**config.mk**
```make
export PLATFORM = sky130hd
export DESIGN_NAME = alarm_timer64
export DESIGN_NICKNAME = d
export VERILOG_FILES = /design/src/rtl/tmr_pkg.sv /design/src/rtl/tmr_prescaler.sv /design/src/rtl/tmr_core.sv /design/src/rtl/tmr_regs.sv /design/src/rtl/alarm_timer64.sv
export SDC_FILE = /design/constraint.sdc
export NUM_CORES = 1
export LEC_CHECK = 0
export ABC_AREA = 1
export BUFFER_PORTS_ARGS = -buffer_cell sky130_fd_sc_hd__buf_2
export CAP_MARGIN = 20
export CELL_PAD_IN_SITES_DETAIL_PLACEMENT = 0
export CELL_PAD_IN_SITES_GLOBAL_PLACEMENT = 2
export CORE_MARGIN = 3
export CORE_UTILIZATION = 32
export DETAILED_ROUTE_END_ITERATION = 8
export PLACE_DENSITY_LB_ADDON = 0.1
export SYNTH_ARGS = -nofsm -noshare
export SYNTH_HDL_FRONTEND = slang
export SYNTH_SLANG_ARGS = --single-unit
export TNS_END_PERCENT = 5
```
**constraint.sdc**
```tcl
create_clock -name clk -period 5.6 [get_ports clk]
set_input_delay 0.84 -clock clk [delete_from_list [all_inputs] [get_ports clk]]
set_output_delay 0.84 -clock clk [all_outputs]
set_load 0.1 [all_outputs]
```
**src/rtl/tmr_pkg.sv**
```systemverilog
// Package: register addresses, control bit positions and the control struct
// shared by the alarm timer modules. Assumes word addressing with 4 bits.
package tmr_pkg;
    localparam int ADDR_W = 4;

    localparam logic [ADDR_W-1:0] A_CTRL    = 4'd0;
    localparam logic [ADDR_W-1:0] A_UPD     = 4'd1;
    localparam logic [ADDR_W-1:0] A_SNAP_LO = 4'd2;
    localparam logic [ADDR_W-1:0] A_SNAP_HI = 4'd3;
    localparam logic [ADDR_W-1:0] A_ALM_LO  = 4'd4;
    localparam logic [ADDR_W-1:0] A_ALM_HI  = 4'd5;
    localparam logic [ADDR_W-1:0] A_RLD_LO  = 4'd6;
    localparam logic [ADDR_W-1:0] A_RLD_HI  = 4'd7;
    localparam logic [ADDR_W-1:0] A_LOAD    = 4'd8;
    localparam logic [ADDR_W-1:0] A_IEN     = 4'd9;
    localparam logic [ADDR_W-1:0] A_IRAW    = 4'd10;
    localparam logic [ADDR_W-1:0] A_ICLR    = 4'd11;

    localparam int B_RUN  = 0;
    localparam int B_UP   = 1;
    localparam int B_AR   = 2;
    localparam int B_AEN  = 3;
    localparam int B_SEL  = 4;
    localparam int B_DRST = 5;
    localparam int B_DIV  = 16;

    typedef struct packed {
        logic clk_sel;
        logic alarm_en;
        logic autoreload;
        logic count_up;
        logic run;
    } tmr_ctrl_t;
endpackage

```
**src/rtl/tmr_prescaler.sv**
```systemverilog
// Prescaler: counts selected ticks while running and emits one step per
// ratio ticks. A field value of 0 means ratio 2^DIV_W. Assumes the tick input
// is a one-cycle-per-event strobe synchronous to clk.
module tmr_prescaler #(
    parameter int DIV_W = 16
) (
    input  logic             clk,
    input  logic             rst_n,
    input  logic             tick_i,
    input  logic             run_i,
    input  logic [DIV_W-1:0] div_i,
    input  logic             clr_i,
    output logic             step_o
);
    logic [DIV_W-1:0] phase;
    logic [DIV_W-1:0] limit;
    logic             adv;

    // Terminal phase value: ratio minus one, with 0 wrapping to all ones.
    always_comb begin
        limit = div_i - DIV_W'(1);
    end

    assign adv    = run_i && tick_i;
    assign step_o = adv && (phase >= limit);

    // Phase counter: cleared on request, otherwise advanced by each tick.
    always_ff @(posedge clk) begin
        if (!rst_n) begin
            phase <= '0;
        end else if (clr_i) begin
            phase <= '0;
        end else if (adv) begin
            phase <= step_o ? '0 : phase + DIV_W'(1);
        end
    end

    assert_divclr_R3: assert property (@(posedge clk) disable iff (!rst_n)
        clr_i |=> (phase == '0));

    assert_hold_R4: assert property (@(posedge clk) disable iff (!rst_n)
        (!run_i && !clr_i) |=> $stable(phase));
endmodule

```
**src/rtl/tmr_core.sv**
```systemverilog
// Counter core: the 64-bit count with load, auto-reload and up/down step,
// plus the alarm comparator. Assumes the step input comes from the prescaler.
module tmr_core #(
    parameter int CNT_W = 64
) (
    input  logic             clk,
    input  logic             rst_n,
    input  logic             step_i,
    input  logic             up_i,
    input  logic             arm_i,
    input  logic             autoreload_i,
    input  logic             sw_load_i,
    input  logic [CNT_W-1:0] alarm_i,
    input  logic [CNT_W-1:0] reload_i,
    output logic [CNT_W-1:0] count_o,
    output logic             hit_o
);
    logic [CNT_W-1:0] count;

    assign hit_o   = arm_i && (count == alarm_i);
    assign count_o = count;

    // Count register: software load, then alarm reload, then a prescaled step.
    always_ff @(posedge clk) begin
        if (!rst_n) begin
            count <= '0;
        end else if (sw_load_i) begin
            count <= reload_i;
        end else if (hit_o && autoreload_i) begin
            count <= reload_i;
        end else if (step_i) begin
            count <= up_i ? count + CNT_W'(1) : count - CNT_W'(1);
        end
    end

    assert_swload_R9: assert property (@(posedge clk) disable iff (!rst_n)
        sw_load_i |=> (count == $past(reload_i)));

    assert_autoreload_R8: assert property (@(posedge clk) disable iff (!rst_n)
        (hit_o && autoreload_i && !sw_load_i) |=> (count == $past(reload_i)));

    assert_up_R4: assert property (@(posedge clk) disable iff (!rst_n)
        (step_i && up_i && !sw_load_i && !(hit_o && autoreload_i))
        |=> (count == $past(count) + CNT_W'(1)));

    assert_down_R4: assert property (@(posedge clk) disable iff (!rst_n)
        (step_i && !up_i && !sw_load_i && !(hit_o && autoreload_i))
        |=> (count == $past(count) - CNT_W'(1)));
endmodule

```
**src/rtl/tmr_regs.sv**
```systemverilog
// Register file: control, alarm and reload words, the snapshot handshake and
// the interrupt flag. Assumes CNT_W equals two register words.
module tmr_regs
    import tmr_pkg::*;
#(
    parameter int REG_W = 32,
    parameter int DIV_W = 16,
    parameter int CNT_W = 2 * REG_W
) (
    input  logic              clk,
    input  logic              rst_n,
    input  logic              wr_en_i,
    input  logic [ADDR_W-1:0] addr_i,
    input  logic [REG_W-1:0]  wr_data_i,
    input  logic [CNT_W-1:0]  count_i,
    input  logic              hit_i,
    output tmr_ctrl_t         ctrl_o,
    output logic [DIV_W-1:0]  div_o,
    output logic              divclr_o,
    output logic              sw_load_o,
    output logic [CNT_W-1:0]  alarm_o,
    output logic [CNT_W-1:0]  reload_o,
    output logic [REG_W-1:0]  rd_data_o,
    output logic              irq_o
);
    localparam int NWORDS = CNT_W / REG_W;

    tmr_ctrl_t        ctrl;
    logic [DIV_W-1:0] div;
    logic [CNT_W-1:0] alarm;
    logic [CNT_W-1:0] reload;
    logic [CNT_W-1:0] snap;
    logic             pend;
    logic             ien;
    logic             raw;
    logic             wr_ctrl, wr_upd, wr_iclr;

    assign wr_ctrl   = wr_en_i && (addr_i == A_CTRL);
    assign wr_upd    = wr_en_i && (addr_i == A_UPD) && wr_data_i[0];
    assign wr_iclr   = wr_en_i && (addr_i == A_ICLR) && wr_data_i[0];
    assign divclr_o  = wr_ctrl && wr_data_i[B_DRST];
    assign sw_load_o = wr_en_i && (addr_i == A_LOAD) && wr_data_i[0];
    assign ctrl_o    = ctrl;
    assign div_o     = div;
    assign alarm_o   = alarm;
    assign reload_o  = reload;
    assign irq_o     = raw && ien;

    // Control word: software writes; a firing alarm disarms itself.
    always_ff @(posedge clk) begin
        if (!rst_n) begin
            ctrl <= '0;
            div  <= '0;
        end else if (wr_ctrl) begin
            ctrl.run        <= wr_data_i[B_RUN];
            ctrl.count_up   <= wr_data_i[B_UP];
            ctrl.autoreload <= wr_data_i[B_AR];
            ctrl.alarm_en   <= wr_data_i[B_AEN];
            ctrl.clk_sel    <= wr_data_i[B_SEL];
            div             <= wr_data_i[B_DIV +: DIV_W];
        end else if (hit_i) begin
            ctrl.alarm_en   <= 1'b0;
        end
    end

    // Alarm and reload words, one register word each per generated slice.
    for (genvar w = 0; w < NWORDS; w++) begin : g_word
        always_ff @(posedge clk) begin
            if (!rst_n) begin
                alarm[w*REG_W +: REG_W]  <= '0;
                reload[w*REG_W +: REG_W] <= '0;
            end else if (wr_en_i) begin
                if (addr_i == A_ALM_LO + ADDR_W'(w))
                    alarm[w*REG_W +: REG_W] <= wr_data_i;
                if (addr_i == A_RLD_LO + ADDR_W'(w))
                    reload[w*REG_W +: REG_W] <= wr_data_i;
            end
        end
    end

    // Snapshot handshake: request pends one cycle, then the count is frozen.
    always_ff @(posedge clk) begin
        if (!rst_n) begin
            pend <= 1'b0;
            snap <= '0;
        end else begin
            if (pend)
                snap <= count_i;
            pend <= wr_upd;
        end
    end

    // Interrupt mask and raw flag; a new alarm outranks a clear.
    always_ff @(posedge clk) begin
        if (!rst_n) begin
            ien <= 1'b0;
            raw <= 1'b0;
        end else begin
            if (wr_en_i && (addr_i == A_IEN))
                ien <= wr_data_i[0];
            raw <= hit_i || (raw && !wr_iclr);
        end
    end

    // Read multiplexer over the word map.
    always_comb begin
        rd_data_o = '0;
        case (addr_i)
            A_CTRL: begin
                rd_data_o[B_RUN]            = ctrl.run;
                rd_data_o[B_UP]             = ctrl.count_up;
                rd_data_o[B_AR]             = ctrl.autoreload;
                rd_data_o[B_AEN]            = ctrl.alarm_en;
                rd_data_o[B_SEL]            = ctrl.clk_sel;
                rd_data_o[B_DIV +: DIV_W]   = div;
            end
            A_UPD:     rd_data_o[0] = pend;
            A_SNAP_LO: rd_data_o    = snap[0 +: REG_W];
            A_SNAP_HI: rd_data_o    = snap[REG_W +: REG_W];
            A_ALM_LO:  rd_data_o    = alarm[0 +: REG_W];
            A_ALM_HI:  rd_data_o    = alarm[REG_W +: REG_W];
            A_RLD_LO:  rd_data_o    = reload[0 +: REG_W];
            A_RLD_HI:  rd_data_o    = reload[REG_W +: REG_W];
            A_IEN:     rd_data_o[0] = ien;
            A_IRAW:    rd_data_o[0] = raw;
            default:   rd_data_o    = '0;
        endcase
    end

    assert_disarm_R7: assert property (@(posedge clk) disable iff (!rst_n)
        (hit_i && !wr_ctrl) |=> !ctrl.alarm_en);

    assert_updclr_R6: assert property (@(posedge clk) disable iff (!rst_n)
        (pend && !wr_upd) |=> !pend);

    assert_snap_R6: assert property (@(posedge clk) disable iff (!rst_n)
        pend |=> (snap == $past(count_i)));

    assert_rawset_R10: assert property (@(posedge clk) disable iff (!rst_n)
        hit_i |=> raw);

    assert_rawclr_R10: assert property (@(posedge clk) disable iff (!rst_n)
        (wr_iclr && !hit_i) |=> !raw);
endmodule

```
**src/rtl/alarm_timer64.sv**
```systemverilog
// Top: 64-bit prescaled alarm timer. Selects one of two tick strobes, runs it
// through the prescaler into the counter core, and exposes everything through
// the register file. Assumes both tick strobes are synchronous to clk.
module alarm_timer64
    import tmr_pkg::*;
#(
    parameter int REG_W = 32,
    parameter int DIV_W = 16
) (
    input  logic              clk,
    input  logic              rst_n,
    input  logic [1:0]        src_tick_i,
    input  logic              wr_en_i,
    input  logic [ADDR_W-1:0] addr_i,
    input  logic [REG_W-1:0]  wr_data_i,
    output logic [REG_W-1:0]  rd_data_o,
    output logic              irq_o
);
    localparam int CNT_W = 2 * REG_W;

    tmr_ctrl_t        ctrl;
    logic [DIV_W-1:0] div;
    logic             divclr, sw_load, sel_tick, step, hit;
    logic [CNT_W-1:0] alarm, reload, count;

    // Tick source selection.
    assign sel_tick = ctrl.clk_sel ? src_tick_i[1] : src_tick_i[0];

    tmr_regs #(.REG_W(REG_W), .DIV_W(DIV_W), .CNT_W(CNT_W)) u_regs (
        .clk       (clk),
        .rst_n     (rst_n),
        .wr_en_i   (wr_en_i),
        .addr_i    (addr_i),
        .wr_data_i (wr_data_i),
        .count_i   (count),
        .hit_i     (hit),
        .ctrl_o    (ctrl),
        .div_o     (div),
        .divclr_o  (divclr),
        .sw_load_o (sw_load),
        .alarm_o   (alarm),
        .reload_o  (reload),
        .rd_data_o (rd_data_o),
        .irq_o     (irq_o)
    );

    tmr_prescaler #(.DIV_W(DIV_W)) u_pre (
        .clk    (clk),
        .rst_n  (rst_n),
        .tick_i (sel_tick),
        .run_i  (ctrl.run),
        .div_i  (div),
        .clr_i  (divclr),
        .step_o (step)
    );

    tmr_core #(.CNT_W(CNT_W)) u_core (
        .clk          (clk),
        .rst_n        (rst_n),
        .step_i       (step),
        .up_i         (ctrl.count_up),
        .arm_i        (ctrl.alarm_en),
        .autoreload_i (ctrl.autoreload),
        .sw_load_i    (sw_load),
        .alarm_i      (alarm),
        .reload_i     (reload),
        .count_o      (count),
        .hit_o        (hit)
    );

    assert_srcsel_R5: assert property (@(posedge clk) disable iff (!rst_n)
        (!src_tick_i[ctrl.clk_sel]) |-> !step);
endmodule

```
# ---- Word-level counts from Yosys, hierarchy flattened
# Cells that the tools add are included.
dict set report totals {
  elab_cells 71
  out_inout_bits 33
  register_bits 296
  input_bits 41
}
dict set report classes {
  n_addsub 4
  n_reduce_logical 25
  bitwise_logic 1
  n_mux 12
  magnitude_cmp 1
  eq_ne 12
}
# cell count
set ops {}
lappend ops {{two-way mux 64 bit} 4}
lappend ops {{case mux 16 bit (7 select lines)} 1}
lappend ops {{case mux 11 bit (6 select lines)} 1}
lappend ops {{adder 64 x 1 -> 64 bit, second input constant} 1}
lappend ops {{== test 64 bit} 1}
lappend ops {{subtractor 64 x 1 -> 64 bit, second input constant} 1}
lappend ops {{case mux 4 bit (7 select lines)} 1}
lappend ops {{adder 16 x 1 -> 16 bit, second input constant} 1}
lappend ops {{== test 4 x 3 -> 1 bit, second input constant} 4}
lappend ops {{== test 4 bit, second input constant} 4}
lappend ops {{>= comparator 16 bit} 1}
lappend ops {{two-way mux 16 bit} 1}
lappend ops {{subtractor 16 x 1 -> 16 bit, second input constant} 1}
lappend ops {{logical AND 1 bit} 15}
lappend ops {{case mux 1 bit (10 select lines)} 1}
lappend ops {{== test 4 x 2 -> 1 bit, second input constant} 2}
lappend ops {{AND reduction 2 bit} 4}
lappend ops {{== test 4 x 1 -> 1 bit, second input constant} 1}
lappend ops {{logical NOT 4 bit} 1}
lappend ops {{two-way mux 1 bit} 3}
lappend ops {{nonzero test 3 bit} 1}
lappend ops {{nonzero test 2 bit} 1}
lappend ops {{OR reduction 2 bit} 1}
lappend ops {{logical NOT 1 bit} 1}
lappend ops {{other kinds (2)} 2}

# ---- Depth between registers and ports, before layout
# Gate-level depths: netlist (run 1).
dict set report logic_depth {
  ltp_word 6
  depth_mapped 26
  mapped_depth_nobuf 24
}

# ---- Cells and area by module
# From an unflattened synthesis (run 1), not the netlist that was laid out.
dict set report hier_totals {
  hier_cells 3701
  area_unflattened_um2 21032.7
}
# module area_each_um2 instances cells_per_inst
set modules_own_cells {}
lappend modules_own_cells {tmr_core 10002.1 1 2035}
lappend modules_own_cells {tmr_regs 9515.4 1 1436}
lappend modules_own_cells {tmr_prescaler 1500.2 1 226}
lappend modules_own_cells {alarm_timer64 15.0 1 4}

# ---- Worst setup path before layout (run 1)
# No wires, ideal clock.
dict set report synth_path {
  kind {input -> output}
  startpoint {input addr_i[2]}
  endpoint {output rd_data_o[6]}
  path_stages 7
  setup_slack_ns 1.594
  t_arrival_ns 3.166
  required_ns 4.760
  path_buffers 1
  cell_sequence {inv_1 > nor2_1 > inv_1 > nor2_1 > clkinv_1 > clkbuf_1 > o221ai_1}
}
dict set report synth_via {
  elab_chain_cells 2
  elab_cells_between_ends 7
  cone_classes {eq/ne: 6; mux: 1}
}
# item line
set synth_lines {}
lappend synth_lines {{from (decl)} alarm_timer64.sv:14} ;# input logic [ADDR_W-1:0] addr_i,
lappend synth_lines {{== test 4 x 3 -> 1 bit or == test 4 x 2 -> 1 bit (tied branches)} tmr_regs.sv:108} ;# case (addr_i)
lappend synth_lines {{case mux 11 bit (6 select lines) (*)} tmr_regs.sv:108}
lappend synth_lines {{to (decl)} alarm_timer64.sv:16} ;# output logic [REG_W-1:0] rd_data_o,
# Mark *: on every way between the ends. The rest lies on a longest branch, timed or not.

# ---- Worst setup path in the final report (run 1)
dict set report layout_path {
  startpoint {input addr_i[3]}
  endpoint {output rd_data_o[17]}
}
dict set report layout_via {
  elab_chain_cells 2
  elab_cells_between_ends 8
  cone_classes {eq/ne: 6; mux: 1; reduce/logical: 1}
}
# item line
set layout_lines {}
lappend layout_lines {{== test 4 x 3 -> 1 bit, or another cell as far along} tmr_regs.sv:108}
lappend layout_lines {{case mux 16 bit (7 select lines) (*)} tmr_regs.sv:108}
# Marked as above.

==> impl_metrics.ini, run 1 <==
[cts]
holdBufCountCts = 0
clock_path_buffers = 3
clock_latency_ns = 0.55
cts.sinks = 296
cts_htree_levels = 2
cts_setup_buffers = 0
numCtsBuffers = 36
cts_resized = 0
cts.clk_slew.worst_paths_ns = 0.06
cts_tree = yes
cts-root-buf = clkbuf_16

[outcome]
status = finished clean

[synthesis]
async_flop_share_pct = 0
ys_ff_latch = 296
synthCells = 3361
synth-edff-count = 0
syn-cell-area_sq_mm = 0.0200
ys_warn_count = 0
ys_seq_area_share_pct = 29.6
netlist.area_leader.share_pct = 29.6
synth_ff_type = dfxtp_1
ys_top_cells_by_area = dfxtp_1 30%, nand2_1 19%, inv_1 11%
avgSynthCellArea_sq_um = 5.95
yosys.area.top_type = dfxtp_1
synth_cell_type_count = 38
synth.net_count = 3483

[setup_path]
crit_arrival_ns = 3.17
worstPathCellList = buf_2 > nor2_1 > inv_1 > nor2_2 > buf_4 > a221oi_1 > o211ai_1 > buf_2
crit_fanout = 23
max_stage_delay_ns = 0.52
crit_family = buffers and inverters
required_ns = 4.76
cp-start-kind = primary input
cp_common_cell = buf_2
crit_buf_inv = 4
crit_type = in2out
cp-end-kind = primary output
cp_slowest_cell = buf_2

[power]
combPwrFrac_pct = 12.1
power_frac_clock_pct = 46.4
seqPwrFrac_pct = 41.4
finalPower_mw = 5.19
switchingPower_mw = 1.47
swShare_pct = 28.4
internal_power_mw = 3.72
ir_drop_uv = 179
total_leakage_power_nw = 11.3
cellPowerDensity_mw_per_mm2 = 233

[global_routing]
antenna_found_initial = 0
grt_pass1_vias = 20100
grt_max_degree = 103
grt_pass1_wl_mm = 128
grt-ovfl-total = 0
grt_use_total_pct = 25.8

[finish]
fin_area_sq_mm = 0.0223
finish.net_count = 3499
postLayoutCoreUtil_pct = 36.2
areaGrowthSynthToFinish_pct = 11.6
drive_gt1_share_pct = 5.08
diodes = 0

[drt]
routed_wl_mm = 86.7
dr.pass1.iters = 8
final_antenna_net_count = 0
via_per_inst = 4.95
drtIter0Drc = 1750
routed-via-count = 21000
drc = 0
avgRoutedWirePerCell_um = 20.4

[floorplan]
dieHeight_um = 256
core_area_sq_mm = 0.0617
pin_count = 74
rows = 91
initial_utilization_pct = 32.4
die-area_sq_mm = 0.0655
die_w_um = 256

[hold_path]
worstHoldPathType = reg2reg

[timing]
drv_slew = 0
fin_crit_ns = 4.01
tns_ns = 0
worst_slack_ns = 1.59
hold_violations = 0
worst_slew_margin_rel_pct = 31.8
worst_slew_pin_slew_ns = 1.02
rsz0062_at_grt = no
setup_viol_count_final = 0
clock_skew_ns = 0.0250
fmax_mhz = 250
fin_crit_sh_pct = 71.6

[placement]
pre_cts_slack_ns = 1.59
gp_congestion = 0.930
dpl.hpwl_mm = 67.1
io_buffers = 73
placed_cell_area_sq_mm = 0.0211

[run]
maxCapViolCount = 0
-- area by class of cell --
cell class | count | area [sq um]
clock inverter | 12 | 149
sequential | 296 | 5930
multi-input combinational | 2332 | 11200
inverter | 610 | 2290
timing repair buffer | 101 | 627
fill | 6984 | 39400
tap | 837 | 1050
clock buffer | 53 | 1040
-- flip-flops by register name, summed over array words and instances (netlist names) --
| name | count |
|---|---|
| u_regs.ien | 1 |
| u_regs.alarm_o | 64 |
| u_core.count_o | 64 |
| u_regs.pend | 1 |
| u_regs.reload_o | 64 |
| u_pre.phase | 16 |
| u_regs.raw | 1 |
| u_regs.snap | 64 |
| u_regs.ctrl_o | 5 |
| u_regs.div_o | 16 |
-- worst paths after layout --
kind | start | endpoint | slack (ns) | cells past startpoint
min | u_regs.reload_o[52]$_SDFFE_PN0P_ | u_regs.reload_o[52]$_SDFFE_PN0P_ | 0.47 | 2
max | addr_i[3] | rd_data_o[17] | 1.59 | 8
max reg2reg | u_regs.div_o[0]$_SDFFE_PN0P_ | u_core.count_o[57]$_SDFFE_PN0P_ | 1.61 | 23
min reg2reg | u_regs.reload_o[52]$_SDFFE_PN0P_ | u_regs.reload_o[52]$_SDFFE_PN0P_ | 0.47 | 2
-- power by group through the flow --
stage / logic [mW] / registers [mW] / clock network, mW
after floorplan: 0.402 / 2.19 / 0
after global placement: 0.629 / 2.20 / 0
after detailed placement: 0.627 / 2.20 / 0
after CTS: 0.631 / 2.15 / 2.46
after global routing: 0.702 / 2.15 / 2.54
final: 0.631 / 2.15 / 2.41
-- cell usage in the layout (no fill, tap or decap), types with 21 or more instances in the layout --
| master | netlist | layout |
|---|---|---|
| a21oi_1 | 257 | 257 |
| a221oi_1 | 31 | 31 |
| buf_2 | 10 | 72 |
| buf_4 | 1 | 25 |
| clkbuf_16 | 0 | 37 |
| dfxtp_1 | 296 | 295 |
| ha_1 | 80 | 80 |
| inv_1 | 602 | 600 |
| nand2_1 | 1028 | 1024 |
| nand3_1 | 242 | 242 |
| nand4_1 | 21 | 21 |
| nor2_1 | 273 | 270 |
| nor3_1 | 31 | 31 |
| o21ai_0 | 218 | 218 |
| o22ai_1 | 29 | 29 |
| xor2_1 | 56 | 56 |
-- metal layers --
| layer | routed length, um | up-vias | track usage [%] |
|---|---|---|---|
| met3 | 4120 | 92 | 2.59 |
| met1 | 41800 | 9761 | 36.5 |
| met5 | 0 | - | 0 |
| li1 | - | 10600 | - |
| met2 | 38700 | 555 | 42.0 |
| met4 | 2040 | 0 | 6.32 |
-- synth_stat cells (8+ instances only) --
master    number
buf_6         11
xnor2_1       15
nor2_1       273
buf_1          8
a21oi_1      257
nand4_1       21
inv_1        602
o21ai_0      218
xor2_1        56
nand3_1      242
a221oi_1      31
o22ai_1       29
nand2_1     1028
ha_1          80
o211ai_1      17
buf_2         10
clkbuf_1      93
nor3_1        31
dfxtp_1      296
-- logic make-up (layout without fill, tap and decap cells) --
family	Yosys count	after routing	share of synthesized area (%)
and+or+nand+nor	1612	1612	32.5
xor gates and xnor gates	71	71	3.11
buffers and inverters	733	776	14.3
adders and majority gates	81	81	5.11
AOI/OAI and AO/OA	568	568	15.4
DFF	296	296	29.6
-- stage by stage --
| stage | hold WS, ns | std cells |
|---|---|---|
| global route | 0.488 | 4241 |
| floorplan | 0.437 | 3361 |
| detailed placement | 0.465 | 4174 |
| CTS | 0.474 | 4239 |
| finish | 0.473 | 4241 |
| global placement | 0.461 | 4174 |
-- worst register-to-register path: stages, from the launching register on --
cell and delay [ns]:
dfxtp_1 0.29, inv_1 0.13, nand3_1 0.13, nor3_1 0.25, nand3_1 0.20, nor3_1 0.28, nand3_1 0.14, xor2_1 0.15
inv_1 0.05, ha_1 0.28, nand2_1 0.07, inv_1 0.04, nand3_1 0.07, inv_1 0.05, a21oi_1 0.13, nand3_1 0.11
nand2_1 0.14, inv_2 0.07, nor2_4 0.70, buf_12 0.31, nand2_1 0.09, nand3_1 0.09, nand2_1 0.06, inv_1 0.07
No activity file was read; power rests on OpenSTA's default activity.
==> inputs of run 2 (changes only) <==
ABC_AREA = 0   (was 1)
clock period = 3.4 ns   (was 5.6 ns; I/O delays follow)
==> run 2 against run 1 <==
  * The flow now finishes with violations (negative setup slack)
  * Routed wire length is 7.3% lower
  * Area after synthesis is 14% lower
  * Critical path depth grew 10
  * Non-clock buffer count grew 287
  * Via count decreased by 15%
  * Setup slack worse by 1.6 ns
  * Critical path type is now reg2reg
  * Critical endpoint is now u_core.count_o[15]$_SDFFE_PN0P_
  * Largest power group unchanged
==> impl_metrics.ini, run 2 <==
[synthesis]
synth_top_family_by_area = compound AO/OA/AOI/OAI gates
synthMostInstantiatedCell = nand2_1
ys_ff_latch = 296
ys_warn_count = 0
ys_seq_area_share_pct = 34.4
synth_ff_type = dfxtp_1
synthSimpleGateAreaFrac_pct = 20.9
muxShareOfSynthArea_pct = 4.43
yosys-top-cells-count = 467 x nand2_1, 296 x dfxtp_1, 242 x a21oi_1
yosys.area.top_type = dfxtp_1
avgSynthCellArea_sq_um = 7.75
synth_compound_area_share_pct = 23.1
ys_top_cells_by_area = dfxtp_1 34%, nand2_1 10%, a21oi_1 7.0%
synth.net_count = 2346
syn-cell-area_sq_mm = 0.0172
synth_cell_type_count = 79
synth-edff-count = 0
synthCells = 2224
async_flop_share_pct = 0
synthXorXnorAreaFrac_pct = 7.06
netlist.area_leader.share_pct = 34.4
synth_fa_ha_area_share_pct = 5.92

[placement]
io_buffers = 73
gp_congestion = 0.956
pre_cts_slack_ns = -0.169
dpl.hpwl_mm = 59.4
place_inst = 3137

[setup_path]
required_ns = 3.83
cp-end-kind = flop
cp_slowest_cell = or3_4
crit_fanout = 6
max_stage_delay_ns = 0.40
crit_arrival_ns = 3.86
cp-start-kind = flop
worstPathCellList = or3_4 > nor2_4 > buf_4 > nand3_2 > buf_4 > xor2_1 > ha_1 > a21o_1 > a21oi_2 > o21a_1 > o21ai_2 > a21oi_2 > buf_6 > nor2_4 > buf_12 > mux2_2 > mux2i_1 > nor2_1
crit_buf_inv = 4
crit_type = reg2reg
crit_family = simple AND/OR/NAND/NOR gates

[drt]
drc = 0
dr.max_layer_used = met4
wl_met2_mm = 36.4
met1_length_mm = 37.4
final_antenna_net_count = 0
via_per_inst = 5.53
avgRoutedWirePerCell_um = 24.9
routed_wl_mm = 80.4
routed-via-count = 17800
dr.pass1.iters = 6
drtIter0Drc = 1466
wl_met3_mm = 4.55

[finish]
final_common_cell = nand2_1
drive_gt1_share_pct = 22.2
finish.net_count = 2626
finalNonFillerCells = 3224
areaGrowthSynthToFinish_pct = 33.1
final.fill_count = 5428
mostFrequentLayoutCells = 466 x nand2_1, 292 x dfxtp_1, 278 x buf_4, 231 x a21oi_1, 153 x nor2_1

[global_routing]
grt_max_degree = 97
grt_use_total_pct = 27.6
grt-ovfl-total = 0
grt_pass1_wl_mm = 118
grt_pass1_vias = 17400
antenna_found_initial = 2

[timing]
clock_skew_ns = 0.0164
hold_ws_ns = 0.214
fin_crit_ns = 3.43
hold_violations = 0
fin_crit_sh_pct = 101
worst_slew_pin_slew_ns = 0.722
worst_slew_margin_rel_pct = 51.7
fmax_mhz = 292
drv_slew = 0
worst_slack_ns = -0.0258
rsz0062_at_grt = yes
setup_viol_count_final = 5

[cts]
cts_htree_levels = 2
clock_latency_ns = 0.57
cts_tree = yes
cts.sinks = 296
numCtsBuffers = 40
cts.clk_slew.worst_paths_ns = 0.06
holdBufCountCts = 0
clock_path_buffers = 3
cts-root-buf = clkbuf_16

[floorplan]
core_area_sq_mm = 0.0530
dieHeight_um = 238
die_w_um = 238
pin_count = 74
rows = 84
die-area_sq_mm = 0.0567
initial_utilization_pct = 32.5

[outcome]
violations = negative setup slack
status = finished, violations left

[power]
total_leakage_power_nw = 9.53
cellPowerDensity_mw_per_mm2 = 410
ir_drop_uv = 244

[hold_path]
worstHoldPathType = in2reg

[run]
maxCapViolCount = 0
run 2: cell types whose count changed after synthesis, moves of 43 or more:
cell     change
nand3_1    -184
inv_1      -568
nor2_1     -114
a22oi_1     +76
nand2_1    -561
mux2i_1     +74
o21ai_0    -151
xnor2_1     +43
run 2: timing repair:
item,in CTS,in global routing
pin swaps,30,35
buffers inserted,6,5
setup endpoints to repair,58,78
cloned,1,3
gates resized for setup,46,50
run 2: logic make-up (layout without fill, tap and decap cells):
kind of cell    count (synthesis)  in the layout
compound gates                613            613
buf+inv                       185            496
mux                            76             76
fa+ha+maj                      81             81
flops                         296            296
xor+xnor                      139            139
other cells                     0              1
simple gates                  834            834
run 2: final cells by class:
cell class,instances,area [sq um],share of cell area (%)
Clock buffer,56,1130,4.93
Multi-Input combinational cell,1743,11100,48.2
Clock inverter,17,208,0.905
Inverter,35,143,0.622
Tap cell,688,861,3.75
Sequential cell,296,5940,25.9
Antenna cell,1,2.50,0.0109
Timing Repair Buffer,388,3590,15.7
run 2: final timing paths:
kind,to,depth (start not counted),from,slack [ns]
setup / recovery,u_core.count_o[15]$_SDFFE_PN0P_,18,u_regs.div_o[4]$_SDFFE_PN0P_,-0.03
hold / removal,u_regs.reload_o[38]$_SDFFE_PN0P_,3,wr_data_i[6],0.21
setup reg to reg,u_core.count_o[15]$_SDFFE_PN0P_,18,u_regs.div_o[4]$_SDFFE_PN0P_,-0.03
hold reg to reg,u_regs.alarm_o[17]$_SDFFE_PN0P_,2,u_regs.alarm_o[17]$_SDFFE_PN0P_,0.48
run 2: per-stage QoR:
stage	util, %	setup TNS (ns)	instance area, sq um	total power [mW]
2_1_floorplan	-	-6.71	17300	4.36
6_report	43.3	-0.0564	22900	9.41
5_1_grt	43.3	-7.89	22900	9.73
3_5_place_dp	39.6	-2.05	21000	5.01
3_3_place_gp	39.6	-3.10	21000	5.01
4_1_cts	42.7	-0.192	22600	9.45
run 2: report_power, final:
part	internal [mW]	total (mW)	switching (mW)
registers	3.50	3.55	0.0490
logic	0.638	1.48	0.840
clock network	2.64	4.38	1.74
run 2: routing by layer:
metal	up-vias	GRT usage, %
li1	8469	-
met1	8688	39.1
met2	589	44.8
met3	94	3.54
met4	0	6.78
met5	-	0
run 2: worst reg2reg max path, cell delays in order (launching register included):
cell and delay [ns]:
dfxtp_2 0.31, or3_4 0.40, nor2_4 0.14, buf_4 0.13, nand3_2 0.11, buf_4 0.17
xor2_1 0.14, ha_1 0.29, a21o_1 0.13, a21oi_2 0.05, o21a_1 0.19, o21ai_2 0.06
a21oi_2 0.09, buf_6 0.14, nor2_4 0.27, buf_12 0.17, mux2_2 0.33, mux2i_1 0.13
nor2_1 0.05
